==> config.mk <==
export PLATFORM = sky130hd
export DESIGN_NAME = bitplane_xpose
export DESIGN_NICKNAME = d
export VERILOG_FILES = /design/src/rtl/bitplane_xpose.sv
export SDC_FILE = /design/constraint.sdc
export NUM_CORES = 1
export LEC_CHECK = 0
export BUFFER_PORTS_ARGS = -buffer_cell sky130_fd_sc_hd__buf_2
export CORE_MARGIN = 2
export CORE_UTILIZATION = 40
export CTS_CLUSTER_DIAMETER = 150
export DETAILED_ROUTE_END_ITERATION = 8
export HOLD_SLACK_MARGIN = 0.12
export SLEW_MARGIN = 0
export SYNTH_ARGS = -nofsm -noshare
export SYNTH_HDL_FRONTEND = slang
export SYNTH_SLANG_ARGS = --single-unit
==> constraint.sdc <==
create_clock -name clk -period 6.4 [get_ports clk]
set_input_delay 0.32 -clock clk [delete_from_list [all_inputs] [get_ports clk]]
set_output_delay 0.32 -clock clk [all_outputs]
set_load 0.05 [all_outputs]
==> src/rtl/bitplane_xpose.sv <==
module bitplane_xpose #(
  parameter int BUS_W  = 64,
  parameter int MAXP   = 8,
  parameter int ADDR_W = 32,
  parameter int DIM_W  = 12,
  localparam int PW    = $clog2(MAXP + 1)
) (
  input  logic              clk,
  input  logic              rst_n,
  input  logic              start,
  input  logic [DIM_W-1:0]  rows,
  input  logic [DIM_W-1:0]  cols,
  input  logic [PW-1:0]     prec,
  input  logic [ADDR_W-1:0] src_base,
  input  logic [ADDR_W-1:0] dst_base,
  output logic              rd_req,
  output logic [ADDR_W-1:0] rd_addr,
  input  logic              rd_gnt,
  input  logic              rd_valid,
  input  logic [BUS_W-1:0]  rd_data,
  output logic              wr_req,
  output logic [ADDR_W-1:0] wr_addr,
  output logic [BUS_W-1:0]  wr_data,
  input  logic              wr_ack,
  output logic              busy,
  output logic              done
);
  localparam int EPW    = BUS_W / 8;
  localparam int EPW_L2 = $clog2(EPW);
  localparam int WPC    = BUS_W / EPW;
  localparam int SW     = $clog2(WPC);
  localparam int IW     = (MAXP > 1) ? $clog2(MAXP) : 1;
  localparam int NW     = 2 * DIM_W;

  typedef enum logic [2:0] {IDLE, RREQ, RWAIT, WRITE, FIN} st_t;
  st_t st;

  logic [PW-1:0]     p_q, plane;
  logic [ADDR_W-1:0] pbytes, words_left, raddr, gaddr, waddr;
  logic [SW-1:0]     wsub;
  logic [MAXP-1:0][BUS_W-1:0] pl;

  logic [NW-1:0] nel;
  logic [PW-1:0] p_eff;
  assign nel   = NW'(rows) * NW'(cols);
  assign p_eff = (prec == '0) ? PW'(1) : (prec > PW'(MAXP)) ? PW'(MAXP) : prec;

  assign rd_req  = (st == RREQ);
  assign rd_addr = raddr;
  assign wr_req  = (st == WRITE);
  assign wr_addr = waddr;
  assign wr_data = pl[plane[IW-1:0]];
  assign busy    = (st != IDLE) && (st != FIN);
  assign done    = (st == FIN);

  always_ff @(posedge clk) begin
    if (!rst_n) begin
      st         <= IDLE;
      p_q        <= PW'(1);
      plane      <= '0;
      pbytes     <= '0;
      words_left <= '0;
      raddr      <= '0;
      gaddr      <= '0;
      waddr      <= '0;
      wsub       <= '0;
    end else begin
      case (st)
        IDLE, FIN: if (start) begin
          p_q        <= p_eff;
          pbytes     <= ADDR_W'(nel >> 3);
          words_left <= ADDR_W'(nel >> EPW_L2);
          raddr      <= src_base;
          gaddr      <= dst_base;
          wsub       <= '0;
          st         <= (nel == '0) ? FIN : RREQ;
        end
        RREQ: if (rd_gnt) st <= RWAIT;
        RWAIT: if (rd_valid) begin
          raddr      <= raddr + ADDR_W'(EPW);
          wsub       <= wsub + 1'b1;
          words_left <= words_left - 1'b1;
          if (wsub == SW'(WPC - 1)) begin
            plane <= '0;
            waddr <= gaddr;
            st    <= WRITE;
          end else begin
            st <= RREQ;
          end
        end
        WRITE: if (wr_ack) begin
          waddr <= waddr + pbytes;
          plane <= plane + 1'b1;
          if (plane == p_q - 1'b1) begin
            gaddr <= gaddr + ADDR_W'(BUS_W / 8);
            st    <= (words_left == '0) ? FIN : RREQ;
          end
        end
        default: st <= IDLE;
      endcase
    end
  end

  for (genvar e = 0; e < EPW; e++) begin : g_elem
    for (genvar b = 0; b < MAXP; b++) begin : g_bit
      always_ff @(posedge clk)
        if (st == RWAIT && rd_valid)
          pl[b][{wsub, EPW_L2'(e)}] <= rd_data[8*e + b];
    end
  end
endmodule

== Yosys cells after proc, flatten, opt, wreduce, memory -nomap -nowiden ==
Cells that the tools add are included.

* Register bits: 4,259
* Input port bits: 162
* Output and inout port bits: 132
* Word-level logic and storage cells: 250

* Add/subtract/negate cells: 7
* Multipliers: 1
* Order comparisons: 18
* Eq/ne operators: 13
* Mux-type cells: 114
* Reductions and logical operators: 24

{| class="wikitable"
|+ Operator list
! kind !! number
|-
| $bwmux W64 || 64
|-
| $mux W32 || 10
|-
| $pmux W32 S2 || 4
|-
| $bmux W64 S3 || 1
|-
| $add A32 B4 Y32 const B || 2
|-
| $mux W64 || 1
|-
| $lt A6 B7 Y1 const B || 8
|-
| $ge A6 B1 Y1 const B || 8
|-
| $add A32 B21 Y32 || 1
|-
| $logic_not A32 Y1 || 1
|-
| $sub A32 B1 Y32 const B || 1
|-
| $mux W3 || 9
|-
| $demux W1 S3 || 8
|-
| $logic_not A24 Y1 || 1
|-
| $mul A12 B12 Y24 || 1
|-
| $mux W4 || 5
|-
| $pmux W3 S4 || 1
|-
| $logic_and A1 B1 Y1 || 10
|-
| $mux W1 || 8
|-
| $pmux W4 S2 || 1
|-
| $reduce_and A4 Y1 || 2
|-
| $eq A3 B2 Y1 const B || 2
|-
| $eq A3 B3 Y1 const B || 2
|-
| $ne A2 B1 Y1 const B || 3
|-
| other kinds (19) || 23
|}

== Logic depth before layout (Yosys ltp) ==
* Word-level depth: 5
* Gate-level depth with buffers: 23

== Worst setup path before layout ==
No wires, ideal clock.

* Path type: input to register
* From: in cols[5]
* To: reg st[2]
* Arrival time: 5.796 ns
* Data required time: 6.326 ns
* Setup slack: 0.530 ns
* Stages on the path: 21
* Buffers on the path: 2
* Path through: clkbuf_1 nand2_1 fa_1 fa_1 fa_1 inv_1 fa_1 inv_1 fa_1 inv_1 ha_1 buf_6 a2111oi_4 o21ai_1 a41oi_2 o21bai_2 a221oi_1 xnor2_1 nand4b_1 or4_1 a31oi_1

* Word-level cells in the longest chain between the ends: 5

{| class="wikitable"
|+ RTL lines
! what !! line !! text
|-
| from (decl) || 12 || <nowiki>input logic [DIM_W-1:0] cols,</nowiki>
|-
| $mul A12 B12 Y24 || 45 || <nowiki>assign nel = NW'(rows) * NW'(cols);</nowiki>
|-
| $logic_not A24 Y1 || 76 || <nowiki>st <= (nel == '0) ? FIN : RREQ;</nowiki>
|-
| $mux W3 || 76 ||
|-
| $mux W3 || 69 || <nowiki>IDLE, FIN: if (start) begin</nowiki>
|-
| $pmux W3 S4 || 68 || <nowiki>case (st)</nowiki>
|-
| to (signal assigned) || 76 ||
|-
| to (signal assigned) || 96 || <nowiki>st <= (words_left == '0) ? FIN : RREQ;</nowiki>
|-
| to (decl) || 36 || <nowiki>st_t st;</nowiki>
|}

Every way passes these cells. The select of a mux whose other input is x is not followed.
A chain may end at the register's enable or synchronous reset.

== Worst setup path after layout ==
* From: in rows[5]
* To: reg st[2]

* Word-level cells in the longest chain between the ends: 5

{| class="wikitable"
|+ RTL lines
! what !! line !! text
|-
| from (decl) || 11 || <nowiki>input logic [DIM_W-1:0] rows,</nowiki>
|-
| $mul A12 B12 Y24 || 45 ||
|-
| $logic_not A24 Y1 || 76 ||
|-
| $mux W3 || 76 ||
|-
| $mux W3 || 69 ||
|-
| $pmux W3 S4 || 68 ||
|}

Every way passes these cells. The select of a mux whose other input is x is not followed.

==> impl_metrics.yaml <==
cells_and_area:
  layout-drive-gt1-share_pct: 12.71
  final_util_pct: 44.61
  fin_cells: 2499
  final_nets: 2370
  fillers: 3721
  areaGrowthSynthToFinish_pct: 10.57
synthesis:
  synth_cell_types: 84
  ys_ff_latch: 163
  synth_area_um2: 14700
  yosysWarningCount: 1024
  ys_seq_area_share_pct: 22.20
  synth-edff-count: 0
  syn_avg_cell_area_um2: 7.656
  synthesis.instances: 1920
  ys_dominant_reg_cell: "dfxtp_1"
  async_flop_share_pct: 0
global_routing:
  overflow: 0
  antenna_found_initial: 0
  grt_pass1_vias: 12703
  grt_use_total_pct: 20.64
  grt_max_degree: 94
  grt_pass1_wl_mm: 65.36
worst_setup_path:
  critical-path-max-stage-delay_ns: 0.61
  crit_path_max_fanout: 12
  crit_type: "input pin to flip-flop"
  worstPathRequired_ns: 6.76
  crit_top_cell: "fa_1"
  cp.arrival_ns: 6.17
  crit_slowest_cell: "or4_1"
  path_depth: 20
  worst-path-buf-inv: 5
  reg2reg_depth: 11
  end_kind: "flip-flop"
  critPathTopFamily: "adder cells"
  start_kind: "input pin"
  crit_path_cell_trace: "buf_2 -> nand2_1 -> fa_1 -> fa_1 -> fa_1 -> inv_1 -> fa_1 -> inv_1 -> fa_1 -> inv_1 -> ha_1 -> buf_4 -> a2111oi_0 -> nor2_1 -> a21boi_0 -> o31ai_1 -> xnor2_1 -> nand4b_1 -> or4_1 -> a31oi_1"
detailed_routing:
  postRouteAntennaNets: 0
  drt-initial-drc-count: 751
  dr_total_vias: 13498
  wl_per_cell_um: 15.93
  first_pass_iters: 5
  via_per_inst: 5.401
  drc: 0
  totalWireLength_mm: 39.81
sta:
  relSlewSlack_pct: 26.22
  finalSetupViolations: 0
  skew_ns: 0.01692
  fin_crit_sh_pct: 90.72
  finalHoldViolCount: 0
  min_period_ns: 5.806
  fmax_mhz: 172.2
  setup_tns_ns: 0
  rsz0062_at_grt: "false"
  worstMarginPinSlew_ns: 1.107
  drv_slew: 0
cts:
  numCtsBuffers: 17
  postCtsSetupRepairBufs: 0
  clk_latency_ns: 0.44
  clock_path_buffers: 2
  cts-htree-levels: 4
  clock_sinks: 163
  cts_root_buf: "clkbuf_16"
  cts_tree: "done"
  clkTransAtPathRegs_ns: 0.07
run_status:
  status: "complete, no violations"
placement:
  dpl.hpwl_mm: 29.58
  place_congestion: 0.8454
  dp.cells: 2462
  port_buffers: 165
flow_run:
  max-cap-violations: 0
pwr:
  vdd_drop_max_uv: 333.5
  powerDensity_nw_per_um2: 390.1
  leakagePower_nw: 7.475
die:
  ios: 294
  die-area_um2: 38300
  die_y_um: 195.7
  fp-row-count: 70
  core_area_um2: 36430
  die_w_um: 195.7
  start_util_pct: 40.35
min_path:
  hold_class: "input pin to flip-flop"
  hold_depth: 3
tightest hold or removal path: cells and delay by family:
kind	cells	cell delay, ns
buffers and inverters	1	0.09
AOI/OAI and AO/OA	1	0.06
and+or+nand+nor	1	0.05
per-stage QoR:
stage	power, mW	hold slack [ns]	setup WS, ns	cell area (um2)
floorplan	4.372	0.4356	0.5301	14940
global placement	5.266	0.4406	0.2095	15630
detailed placement	5.334	0.4446	0.1238	15630
CTS	6.378	0.1252	0.5741	16250
global route	6.956	0.1434	0.1037	16250
finish	6.341	0.1432	0.5937	16250
cells in the mapped netlist, types with 7 or more instances:
master,instances,area [um2]
a22oi_1,22,165.2
o31ai_1,9,67.56
ha_1,90,1126
a21o_1,17,127.6
a211oi_1,28,210.2
o21ai_0,111,555.5
dfxtp_1,163,3263
buf_4,64,480.5
nor2_1,188,705.7
nand3b_1,10,75.07
inv_1,158,593.1
or3_1,7,43.79
nand3_1,37,185.2
fa_1,101,2022
o22ai_1,9,56.30
nand4_1,19,118.9
xor2_1,17,148.9
and3_1,31,193.9
clkbuf_1,104,390.4
o211ai_1,9,67.56
xnor2_1,33,289.0
a21oi_1,174,870.8
o21bai_1,8,60.06
nor2b_1,10,62.56
nor3_1,38,190.2
o21a_1,9,67.56
nand2_1,243,912.1
a31oi_1,8,50.05
a311oi_1,20,175.2
and2_1,64,400.4
cell usage in the layout, fill, tap and decap left out, types with 33 or more instances in the layout:
master / instances
and2_1: 64
fa_1: 101
conb_1: 64
a21oi_1: 172
buf_2: 165
ha_1: 90
xnor2_1: 33
nor2_1: 188
nand2_1: 242
nor3_1: 38
nand3_1: 37
dfxtp_1: 163
inv_1: 157
o21ai_0: 111
worst paths after layout:
check	from	end	slack [ns]
worst max-delay path	rows[5]	st[2]	0.59
worst min-delay path	src_base[3]	rd_addr[3]	0.14
worst max register to register	words_left[0]	words_left[28]	3.11
worst min register to register	rd_addr[0]	rd_addr[0]	0.45
area by class of cell:
type                       count  area [um2]  share of cell area, %
multi-input combinational   1484       10190                  62.68
antenna                        1       2.502                0.01540
clock inverter                12       121.4                 0.7467
tap                          468       585.6                  3.603
inverter                     159       598.1                  3.679
timing repair buffer         192        1039                  6.389
clock buffer                  20       456.7                  2.810
sequential                   163        3263                  20.08
registers in the layout (all words and copies together), names as in the netlist:
name        count
gaddr          32
rd_addr        32
words_left     32
wr_addr        32
pbytes         21
p_q             4
plane           4
st              3
wsub            3
kinds of logic after synthesis:
group                    synth area share [%]
adder cells (fa/ha/maj)                 21.41
flip-flops                              22.20
buffers and inverters                   10.29
other                                 0.02551
multiplexers                           0.1532
AO/OA/AOI/OAI                           20.26
XOR/XNOR                                2.979
AND/OR/NAND/NOR                         22.68
power breakdown:
part	total, mW	leakage (nW)	internal, mW	switching, mW
Clock	1.03	0.276	0.565	0.463
Combinational	4.01	5.87	1.58	2.43
Sequential	1.31	1.33	1.16	0.144
Total	6.34	7.47	3.30	3.04
layer usage:
metal / routed length (um) / global-route usage (%) / vias up
met1: 18890 / 28.68 / 6486
met2: 18330 / 34.35 / 362
met3: 2143 / 2.768 / 36
met5: 0 / 0 / -
li1: - / - / 6614
met4: 454 / 4.405 / 0
what timing repair did:
action	4_1_cts	5_1_grt
hold buffers	4	0
setup endpoints to repair	0	0
gates resized for setup	0	0
hold endpoints to repair	4	0
(Power assumes the default switching activity.)
